--- src/rtl/slt_pkg.sv ---
package slt_pkg;

  // size code to byte count: 2^code
  function automatic logic [3:0] size_bytes(input logic [1:0] code);
    return 4'(4'd1 << code);
  endfunction

  // half-open byte ranges [a, a+len_a) and [b, b+len_b) share a byte
  function automatic logic span_overlap(input logic [63:0] a, input logic [1:0] sa,
                                        input logic [63:0] b, input logic [1:0] sb);
    logic [64:0] a_end;
    logic [64:0] b_end;
    a_end = {1'b0, a} + 65'(size_bytes(sa));
    b_end = {1'b0, b} + 65'(size_bytes(sb));
    return ({1'b0, a} < b_end) && ({1'b0, b} < a_end);
  endfunction

endpackage

--- src/rtl/slt_entry.sv ---
module slt_entry
  import slt_pkg::*;
#(
  parameter int REG_W  = 7,
  parameter int ADDR_W = 32
) (
  input  logic              clk,
  input  logic              rst_n,
  input  logic              inv_all,
  input  logic              kill_ext,
  input  logic              wr_en,
  input  logic [REG_W-1:0]  wr_reg,
  input  logic [ADDR_W-1:0] wr_addr,
  input  logic [1:0]        wr_size,
  input  logic              st_valid,
  input  logic [ADDR_W-1:0] st_addr,
  input  logic [1:0]        st_size,
  input  logic [REG_W-1:0]  chk_reg,
  input  logic [REG_W-1:0]  alloc_reg,
  output logic              valid_o,
  output logic              st_kill_o,
  output logic              chk_match_o,
  output logic              alloc_match_o
);

  logic              valid_q;
  logic [REG_W-1:0]  reg_q;
  logic [ADDR_W-1:0] addr_q;
  logic [1:0]        size_q;

  // this record's range overlaps the store range
  assign st_kill_o     = valid_q && st_valid &&
                         span_overlap(64'(addr_q), size_q, 64'(st_addr), st_size);
  assign chk_match_o   = valid_q && (reg_q == chk_reg);
  assign alloc_match_o = valid_q && (reg_q == alloc_reg);
  assign valid_o       = valid_q;

  // writes are applied after every kind of kill
  always_ff @(posedge clk or negedge rst_n) begin
    if (!rst_n) begin
      valid_q <= 1'b0;
      reg_q   <= '0;
      addr_q  <= '0;
      size_q  <= '0;
    end else if (wr_en) begin
      valid_q <= 1'b1;
      reg_q   <= wr_reg;
      addr_q  <= wr_addr;
      size_q  <= wr_size;
    end else if (inv_all || st_kill_o || kill_ext) begin
      valid_q <= 1'b0;
    end
  end

endmodule

--- src/rtl/slt_victim.sv ---
module slt_victim #(
  parameter int ENTRIES = 16
) (
  input  logic               clk,
  input  logic               rst_n,
  input  logic               alloc_fire,
  input  logic [ENTRIES-1:0] match_vec,
  input  logic [ENTRIES-1:0] valid_vec,
  output logic [ENTRIES-1:0] wr_vec,
  output logic               evict
);

  localparam int PTR_W = (ENTRIES > 1) ? $clog2(ENTRIES) : 1;

  logic [PTR_W-1:0]   ptr_q;
  logic [ENTRIES-1:0] free_sel;
  logic               any_free;
  logic               any_match;
  logic [ENTRIES-1:0] rr_sel;

  // lowest free slot
  always_comb begin
    free_sel = '0;
    any_free = 1'b0;
    for (int i = 0; i < ENTRIES; i++) begin
      if (!valid_vec[i] && !any_free) begin
        free_sel[i] = 1'b1;
        any_free    = 1'b1;
      end
    end
  end

  always_comb begin
    rr_sel        = '0;
    rr_sel[ptr_q] = 1'b1;
  end

  assign any_match = |match_vec;
  assign evict     = alloc_fire && !any_match && !any_free;

  always_comb begin
    if (!alloc_fire)    wr_vec = '0;
    else if (any_match) wr_vec = match_vec;
    else if (any_free)  wr_vec = free_sel;
    else                wr_vec = rr_sel;
  end

  always_ff @(posedge clk or negedge rst_n) begin
    if (!rst_n) begin
      ptr_q <= '0;
    end else if (evict) begin
      if (ptr_q == PTR_W'(ENTRIES - 1)) ptr_q <= '0;
      else                              ptr_q <= ptr_q + 1'b1;
    end
  end

endmodule

--- src/rtl/slt_check_out.sv ---
module slt_check_out (
  input  logic clk,
  input  logic rst_n,
  input  logic chk_valid,
  input  logic chk_branch,
  input  logic hit_any,
  output logic chk_done,
  output logic chk_hit,
  output logic chk_reload,
  output logic chk_redirect
);

  always_ff @(posedge clk or negedge rst_n) begin
    if (!rst_n) begin
      chk_done     <= 1'b0;
      chk_hit      <= 1'b0;
      chk_reload   <= 1'b0;
      chk_redirect <= 1'b0;
    end else begin
      chk_done     <= chk_valid;
      chk_hit      <= chk_valid && hit_any;
      chk_reload   <= chk_valid && !hit_any && !chk_branch;
      chk_redirect <= chk_valid && !hit_any && chk_branch;
    end
  end

endmodule

--- src/rtl/spec_load_table.sv ---
module spec_load_table
  import slt_pkg::*;
#(
  parameter int ENTRIES = 16,
  parameter int REG_W   = 7,
  parameter int ADDR_W  = 32
) (
  input  logic              clk,
  input  logic              rst_n,
  input  logic              alloc_valid,
  input  logic [REG_W-1:0]  alloc_reg,
  input  logic [ADDR_W-1:0] alloc_addr,
  input  logic [1:0]        alloc_size,
  input  logic              alloc_deferred,
  input  logic              st_valid,
  input  logic [ADDR_W-1:0] st_addr,
  input  logic [1:0]        st_size,
  input  logic              chk_valid,
  input  logic [REG_W-1:0]  chk_reg,
  input  logic              chk_branch,
  input  logic              chk_clear,
  input  logic              inv_all,
  output logic              chk_done,
  output logic              chk_hit,
  output logic              chk_reload,
  output logic              chk_redirect
);

  // named internal events, also observed by the bound checker
  logic [ENTRIES-1:0] valid_vec;
  logic [ENTRIES-1:0] st_kill_vec;
  logic [ENTRIES-1:0] chk_match_vec;
  logic [ENTRIES-1:0] alloc_match_vec;
  logic [ENTRIES-1:0] wr_vec;
  logic [ENTRIES-1:0] kill_ext_vec;
  logic               alloc_fire;
  logic               alloc_drop;
  logic               clear_fire;
  logic               evict;
  logic               hit_any;

  assign alloc_fire = alloc_valid && !alloc_deferred;
  assign alloc_drop = alloc_valid && alloc_deferred;
  assign clear_fire = chk_valid && chk_clear;
  assign hit_any    = |chk_match_vec;

  assign kill_ext_vec = (clear_fire ? chk_match_vec   : '0) |
                        (alloc_drop ? alloc_match_vec : '0);

  for (genvar g = 0; g < ENTRIES; g++) begin : g_entry
    slt_entry #(
      .REG_W  (REG_W),
      .ADDR_W (ADDR_W)
    ) u_entry (
      .clk           (clk),
      .rst_n         (rst_n),
      .inv_all       (inv_all),
      .kill_ext      (kill_ext_vec[g]),
      .wr_en         (wr_vec[g]),
      .wr_reg        (alloc_reg),
      .wr_addr       (alloc_addr),
      .wr_size       (alloc_size),
      .st_valid      (st_valid),
      .st_addr       (st_addr),
      .st_size       (st_size),
      .chk_reg       (chk_reg),
      .alloc_reg     (alloc_reg),
      .valid_o       (valid_vec[g]),
      .st_kill_o     (st_kill_vec[g]),
      .chk_match_o   (chk_match_vec[g]),
      .alloc_match_o (alloc_match_vec[g])
    );
  end

  slt_victim #(
    .ENTRIES (ENTRIES)
  ) u_victim (
    .clk        (clk),
    .rst_n      (rst_n),
    .alloc_fire (alloc_fire),
    .match_vec  (alloc_match_vec),
    .valid_vec  (valid_vec),
    .wr_vec     (wr_vec),
    .evict      (evict)
  );

  slt_check_out u_check_out (
    .clk          (clk),
    .rst_n        (rst_n),
    .chk_valid    (chk_valid),
    .chk_branch   (chk_branch),
    .hit_any      (hit_any),
    .chk_done     (chk_done),
    .chk_hit      (chk_hit),
    .chk_reload   (chk_reload),
    .chk_redirect (chk_redirect)
  );

endmodule

--- config.mk ---
export PLATFORM = sky130hd
export DESIGN_NAME = spec_load_table
export DESIGN_NICKNAME = d
export VERILOG_FILES = /design/src/rtl/slt_pkg.sv /design/src/rtl/slt_entry.sv /design/src/rtl/slt_victim.sv /design/src/rtl/slt_check_out.sv /design/src/rtl/spec_load_table.sv
export SDC_FILE = /design/constraint.sdc
export NUM_CORES = 2
export LEC_CHECK = 0
export BUFFER_PORTS_ARGS = -buffer_cell sky130_fd_sc_hd__buf_2
export CAP_MARGIN = 30
export CORE_ASPECT_RATIO = 1.5
export CORE_UTILIZATION = 50
export DETAILED_ROUTE_END_ITERATION = 8
export PLACE_DENSITY = 0.68
export REMOVE_ABC_BUFFERS = 1
export SYNTH_ARGS = -nofsm -noshare
export SYNTH_HDL_FRONTEND = slang
export SYNTH_HIERARCHICAL = 1
export SYNTH_SLANG_ARGS = --single-unit
--- constraint.sdc ---
create_clock -name clk -period 4.4 [get_ports clk]
set_input_delay 0.44 -clock clk [delete_from_list [all_inputs] [get_ports clk]]
set_output_delay 0.44 -clock clk [all_outputs]
set_load 0.01 [all_outputs]
Yosys cells after proc, flatten, opt, wreduce, memory -nomap -nowiden
Cells that the tools add are included.
{ "classes": {"order_cmp": 34, "addsub": 18, "shift": 17, "n_bitwise": 1, "mux": 71, "n_eq_ne": 33, "n_reduce_logical": 189} }
{ "op_table": {"columns": ["op", "n"], "rows": [
  ["less-than comparator 32 x 65 -> 1 bit", 32],
  ["adder 32 x 4 -> 33 bit", 17],
  ["== test 7 bit", 32],
  ["logical AND 1 bit", 105],
  ["2-to-1 mux 16 bit", 5],
  ["<< shifter 1 x 2 -> 4 bit (first input constant)", 17],
  ["2-to-1 mux 1 bit", 64],
  ["logical NOT 1 bit", 34],
  ["logical OR 1 bit", 32],
  ["nonzero test 2 bit", 16],
  ["OR reduction 16 bit", 2],
  ["OR 16 bit", 1],
  ["less-than comparator 4 x 5 -> 1 bit (second input constant)", 1],
  ["adder 4 x 1 -> 4 bit (second input constant)", 1],
  ["demux 1 bit (select 4 bit)", 1],
  ["== test 4 bit (second input constant)", 1],
  [">= comparator 4 x 1 -> 1 bit (second input constant)", 1],
  ["2-to-1 mux 4 bit", 1]
]} }
{ "word_totals": {"output_inout_bits": 4, "elab_cells": 432, "reg_bits": 680, "input_bits": 91} }

Logic depth before layout (Yosys ltp)
{ "logic_depth": {"depth_word": 49, "depth_mapped": 19, "mapped_depth_nobuf": 17} }

Cells and area by module
Netlist, hierarchy kept.
{ "modules_own_cells": {"columns": ["mod", "cells_each", "area_each_um2", "seq_area_each_um2", "instances"], "rows": [
  ["slt_entry (g_entry[14].u_entry ...)", 458, 4369.2, 1051.0, 7],
  ["slt_entry (g_entry[0].u_entry ...)", 468, 4384.2, 1051.0, 6],
  ["slt_entry (g_entry[3].u_entry)", 489, 4490.6, 1051.0, 1],
  ["slt_entry (g_entry[13].u_entry)", 457, 4481.8, 1051.0, 1],
  ["slt_entry (g_entry[9].u_entry)", 453, 4322.9, 1051.0, 1],
  ["slt_victim", 122, 870.8, 100.1, 1],
  ["spec_load_table", 28, 229.0, 0.0, 1],
  ["slt_check_out", 7, 128.9, 100.1, 1]
]} }

Worst setup path before layout
OpenSTA, ideal clock, no wires.
{ "synth_timing": {"path_kind": "reg-to-reg", "from": "register g_entry[0].u_entry.size_q[0]", "to": "register g_entry[0].u_entry.valid_q", "path_buffers": 2, "required_ns": 4.282, "arrival_time_ns": 4.011, "slack_ns": 0.271, "stages_incl_launch_ff": 20, "setup_ns": 0.118, "period_less_slack_ns": 4.129, "cell_sequence": "dfrtp_1 > nor2b_1 > ha_1 > a21o_1 > a21oi_1 > o21bai_1 > nor2b_1 > clkbuf_1 > and3_1 > clkbuf_1 > nand4_1 > xor2_1 > ha_1 > a21oi_1 > nand2_1 > a22o_1 > or4b_2 > a31o_2 > a41o_1 > a21o_1"} }
{ "synth_between": {"elab_chain_cells": 8} }
{ "synth_rtl": {"columns": ["element", "line_no", "source"], "rows": [
  ["from (decl)", "slt_entry.sv:29", "logic [1:0] size_q;"],
  ["from (signal assigned)", "slt_entry.sv:49", "size_q <= wr_size;"],
  ["<< shifter 1 x 2 -> 4 bit", "slt_pkg.sv:5", "return 4'(4'd1 << code);"],
  ["adder 32 x 4 -> 33 bit", "slt_pkg.sv:13", "a_end = {1'b0, a} + 65'(size_bytes(sa));"],
  ["less-than comparator 32 x 65 -> 1 bit", "slt_pkg.sv:15", "return ({1'b0, a} < b_end) && ({1'b0, b} < a_end);"],
  ["logical AND 1 bit", "slt_pkg.sv:15", null],
  ["logical AND 1 bit", "slt_entry.sv:32", "assign st_kill_o = valid_q && st_valid &&"],
  ["logical OR 1 bit (2 in a row)", "slt_entry.sv:50", "end else if (inv_all || st_kill_o || kill_ext) begin"],
  ["nonzero test 2 bit (no line)", null, null],
  ["to (signal assigned)", "slt_entry.sv:41", "valid_q <= 1'b0;"],
  ["to (signal assigned)", "slt_entry.sv:46", "valid_q <= 1'b1;"],
  ["to (signal assigned)", "slt_entry.sv:51", "valid_q <= 1'b0;"],
  ["to (decl)", "slt_entry.sv:26", "logic valid_q;"]
]} }
No other way between the ends.
A chain may end at the register's enable or synchronous reset.

Final worst setup path
{ "layout_timing": {"from": "input st_size[0]", "to": "register g_entry[14].u_entry.valid_q"} }
{ "layout_between": {"elab_chain_cells": 8} }
{ "layout_rtl": {"columns": ["element", "line_no", "source"], "rows": [
  ["from (decl)", "spec_load_table.sv:17", "input logic [1:0] st_size,"],
  ["<< shifter 1 x 2 -> 4 bit", "slt_pkg.sv:5", null],
  ["adder 32 x 4 -> 33 bit", "slt_pkg.sv:14", "b_end = {1'b0, b} + 65'(size_bytes(sb));"],
  ["less-than comparator 32 x 65 -> 1 bit", "slt_pkg.sv:15", null],
  ["logical AND 1 bit", "slt_pkg.sv:15", null],
  ["logical AND 1 bit", "slt_entry.sv:32", null],
  ["logical OR 1 bit (2 in a row)", "slt_entry.sv:50", null],
  ["nonzero test 2 bit (no line)", null, null],
  ["to (signal assigned)", "slt_entry.sv:41", null],
  ["to (signal assigned)", "slt_entry.sv:46", null],
  ["to (signal assigned)", "slt_entry.sv:51", null],
  ["to (decl)", "slt_entry.sv:26", null]
]} }
No other way between the ends.

==> run summary <==
Status -> finished clean
Global routing's busiest layer -> met2
Vias after detailed routing -> 64791
Via/cell ratio -> 6.37
Setup TNS -> 0 ps
WL final -> 267 mm
Global-route wire length before repair -> 397 mm
Worst R2R Start -> g_entry[4].u_entry/size_q[0]
Remaining DRCs -> 0
Setup Buffers After CTS -> 0
Overall routing resource usage -> 36.9%
Port Buffer Count -> 94
Worst-Margin Slew -> 1150 ps
Period utilization -> 98.3%
TritonCTS clock tree -> done
Met2 Usage GRT -> 62.2%
Reg2reg end -> g_entry[4].u_entry/valid_o
Nets -> 9448
Drt first-iter violations -> 4362
Met1 Use GR -> 38.8%
Core area -> 0.141 mm^2
Hold path cells -> 2
Crit path DAT -> 4950 ps
Crit path buffers/inverters -> 4
Cells after Synth -> 7555
R2R cell count -> 19
Syn Area/Cell -> 9.44 um^2
Syn Std Cell Area -> 0.0713 mm^2
Worst hold endpoint -> g_entry[12].u_entry/addr_q[13]
Fin cells -> 10173
Antenna Violating Nets Remaining -> 0
Maximum VDD drop -> 0.336 mV
Crit-path cells -> buf_2, buf_12, buf_4, nor2_1, ha_1, fa_1, a21o_1, a21oi_1, buf_4, xor2_1, ha_1, a21boi_1, o311ai_1, nand4_1, a221oi_1, a41oi_1, o41a_1
Drt wl/cell -> 26.2 um
Die area -> 0.144 mm^2
GR Overflow Total -> 0
DR pass1 iterations -> 6
Clock Skews -> 41.7 ps
Commonest non-fill, non-tap cell in the layout -> ha_1
Antenna violations before repair -> 31
Io pins -> 95
DP HPWL -> 198 mm
Final Util -> 58.5%
CP max FO -> 24
Worst path required time -> 5030 ps
Setup-failing EPs final -> 0
Setup Crit Path Kind -> input port to register
Longest Clk Path Bufs -> 3
Initial Utilization -> 50.4%
Post-Place Cell Area -> 0.0795 mm^2
H-tree Lvls -> 3
Pleak -> 37.0 nW
Root buf cell -> clkbuf_16
Share of cells above drive strength 1 -> 20.5%
Placed cells -> 9996
Worst hold start -> alloc_addr[13]
Final hold violations -> 0
Largest net degree at the start of global routing -> 94
Met3 usage -> 6.68%
Critical path capture point type -> register
Slowest-stage cell, CP -> o311ai_1
WHS -> 88.0 ps
Later-pin clock latency in the skew report -> 750 ps
Post-route cell area -> 0.0827 mm^2
Die width -> 310 um
Tightest Hold Check Type -> input port to register
Max Slew Vio Count -> 0
Die height -> 465 um
Most frequent cells in the layout -> ha_1, dfrtp_1, mux2_2
Yosys Warn Count -> 6
Crit path time final -> 4330 ps
# rows -> 169
Reported max-cap violation count -> 0
CTS buffer count -> 81
Worst-path clk slew -> 70 ps
R2r setup slk -> 110 ps
CP max stage delay -> 640 ps
Pwr/cell area -> 323 mW/mm^2
F_max -> 0.231 GHz
Slew margin rel. -> 23.2%
GP Congestion -> 0.996
Vias in the first global route -> 66190
Area Overhead vs Synth -> 15.9%
Kind of cell adding the most delay to the critical path -> compound AO/OA/AOI/OAI gates
Startpoint types -> input port
Clk sink count -> 680
## where the power goes
part | switching, mW | leakage, nW | internal [mW] | total (mW)
Clock | 3.17 | 1.44 | 4.45 | 7.62
Combinational | 5.34 | 26.6 | 4.75 | 10.1
Sequential | 1.69 | 8.99 | 7.31 | 9.01
Total | 10.2 | 37.0 | 16.5 | 26.7
## cell type report
type | instances | area (um^2)
multi-input cells | 6627 | 53700
clock inverters | 39 | 673
repair buffers | 703 | 6220
diodes | 28 | 70.1
flip-flops and latches | 680 | 17000
fillers | 12336 | 58800
clock buffers | 107 | 2270
well taps | 1881 | 2350
inverters | 108 | 405
## sequential cells by signal (all words and copies together) (netlist names)
signal and flops:
u_check_out/chk_redirect 1, g_entry.u_entry/reg_q 112, g_entry.u_entry/size_q 32, u_check_out/chk_done 1, u_check_out/chk_hit 1, u_victim/ptr_q 4
u_check_out/chk_reload 1, g_entry.u_entry/addr_q 512, g_entry.u_entry/valid_o 16
## repair_timing
action,CTS,global route
hold buffers,3,0
pin swaps,0,1
hold endpoints to repair,65,0
gates resized for setup,6,41
gates cloned,0,0
setup endpoints to repair,5,13
## stage by stage
stage | worst slack, ps | total power [mW]
after CTS | 1.14 | 26.7
after detailed placement | -815 | 18.9
after floorplan | -1140 | 15.0
final | 72.8 | 26.7
after global routing | -14.0 | 28.3
after global placement | -685 | 18.4
## layer usage
| metal | wire [um] | up-vias | part of all wire (%) |
|---|---|---|---|
| met5 | 46 | - | 0.017 |
| met4 | 28500 | 8 | 11 |
| met3 | 17600 | 1207 | 6.6 |
| met2 | 127000 | 2643 | 48 |
| met1 | 93500 | 31722 | 35 |
| li1 | - | 29211 | - |
## how the worst max path moves through the flow
stage	startpoint	to	slack [ps]	cells after the start
6_report	st_size[0]	g_entry[14].u_entry/valid_o	70	17
5_1_grt	g_entry[1].u_entry/size_q[0]	g_entry[1].u_entry/valid_o	-10	17
4_1_cts	st_size[0]	g_entry[8].u_entry/valid_o	1	23
3_5_place_dp	st_size[1]	g_entry[14].u_entry/valid_o	-820	22
3_3_place_gp	st_size[1]	g_entry[14].u_entry/valid_o	-690	22
2_1_floorplan	alloc_reg[1]	g_entry[15].u_entry/addr_q[10]	-1140	8
Power figures use the tool's default switching activity.
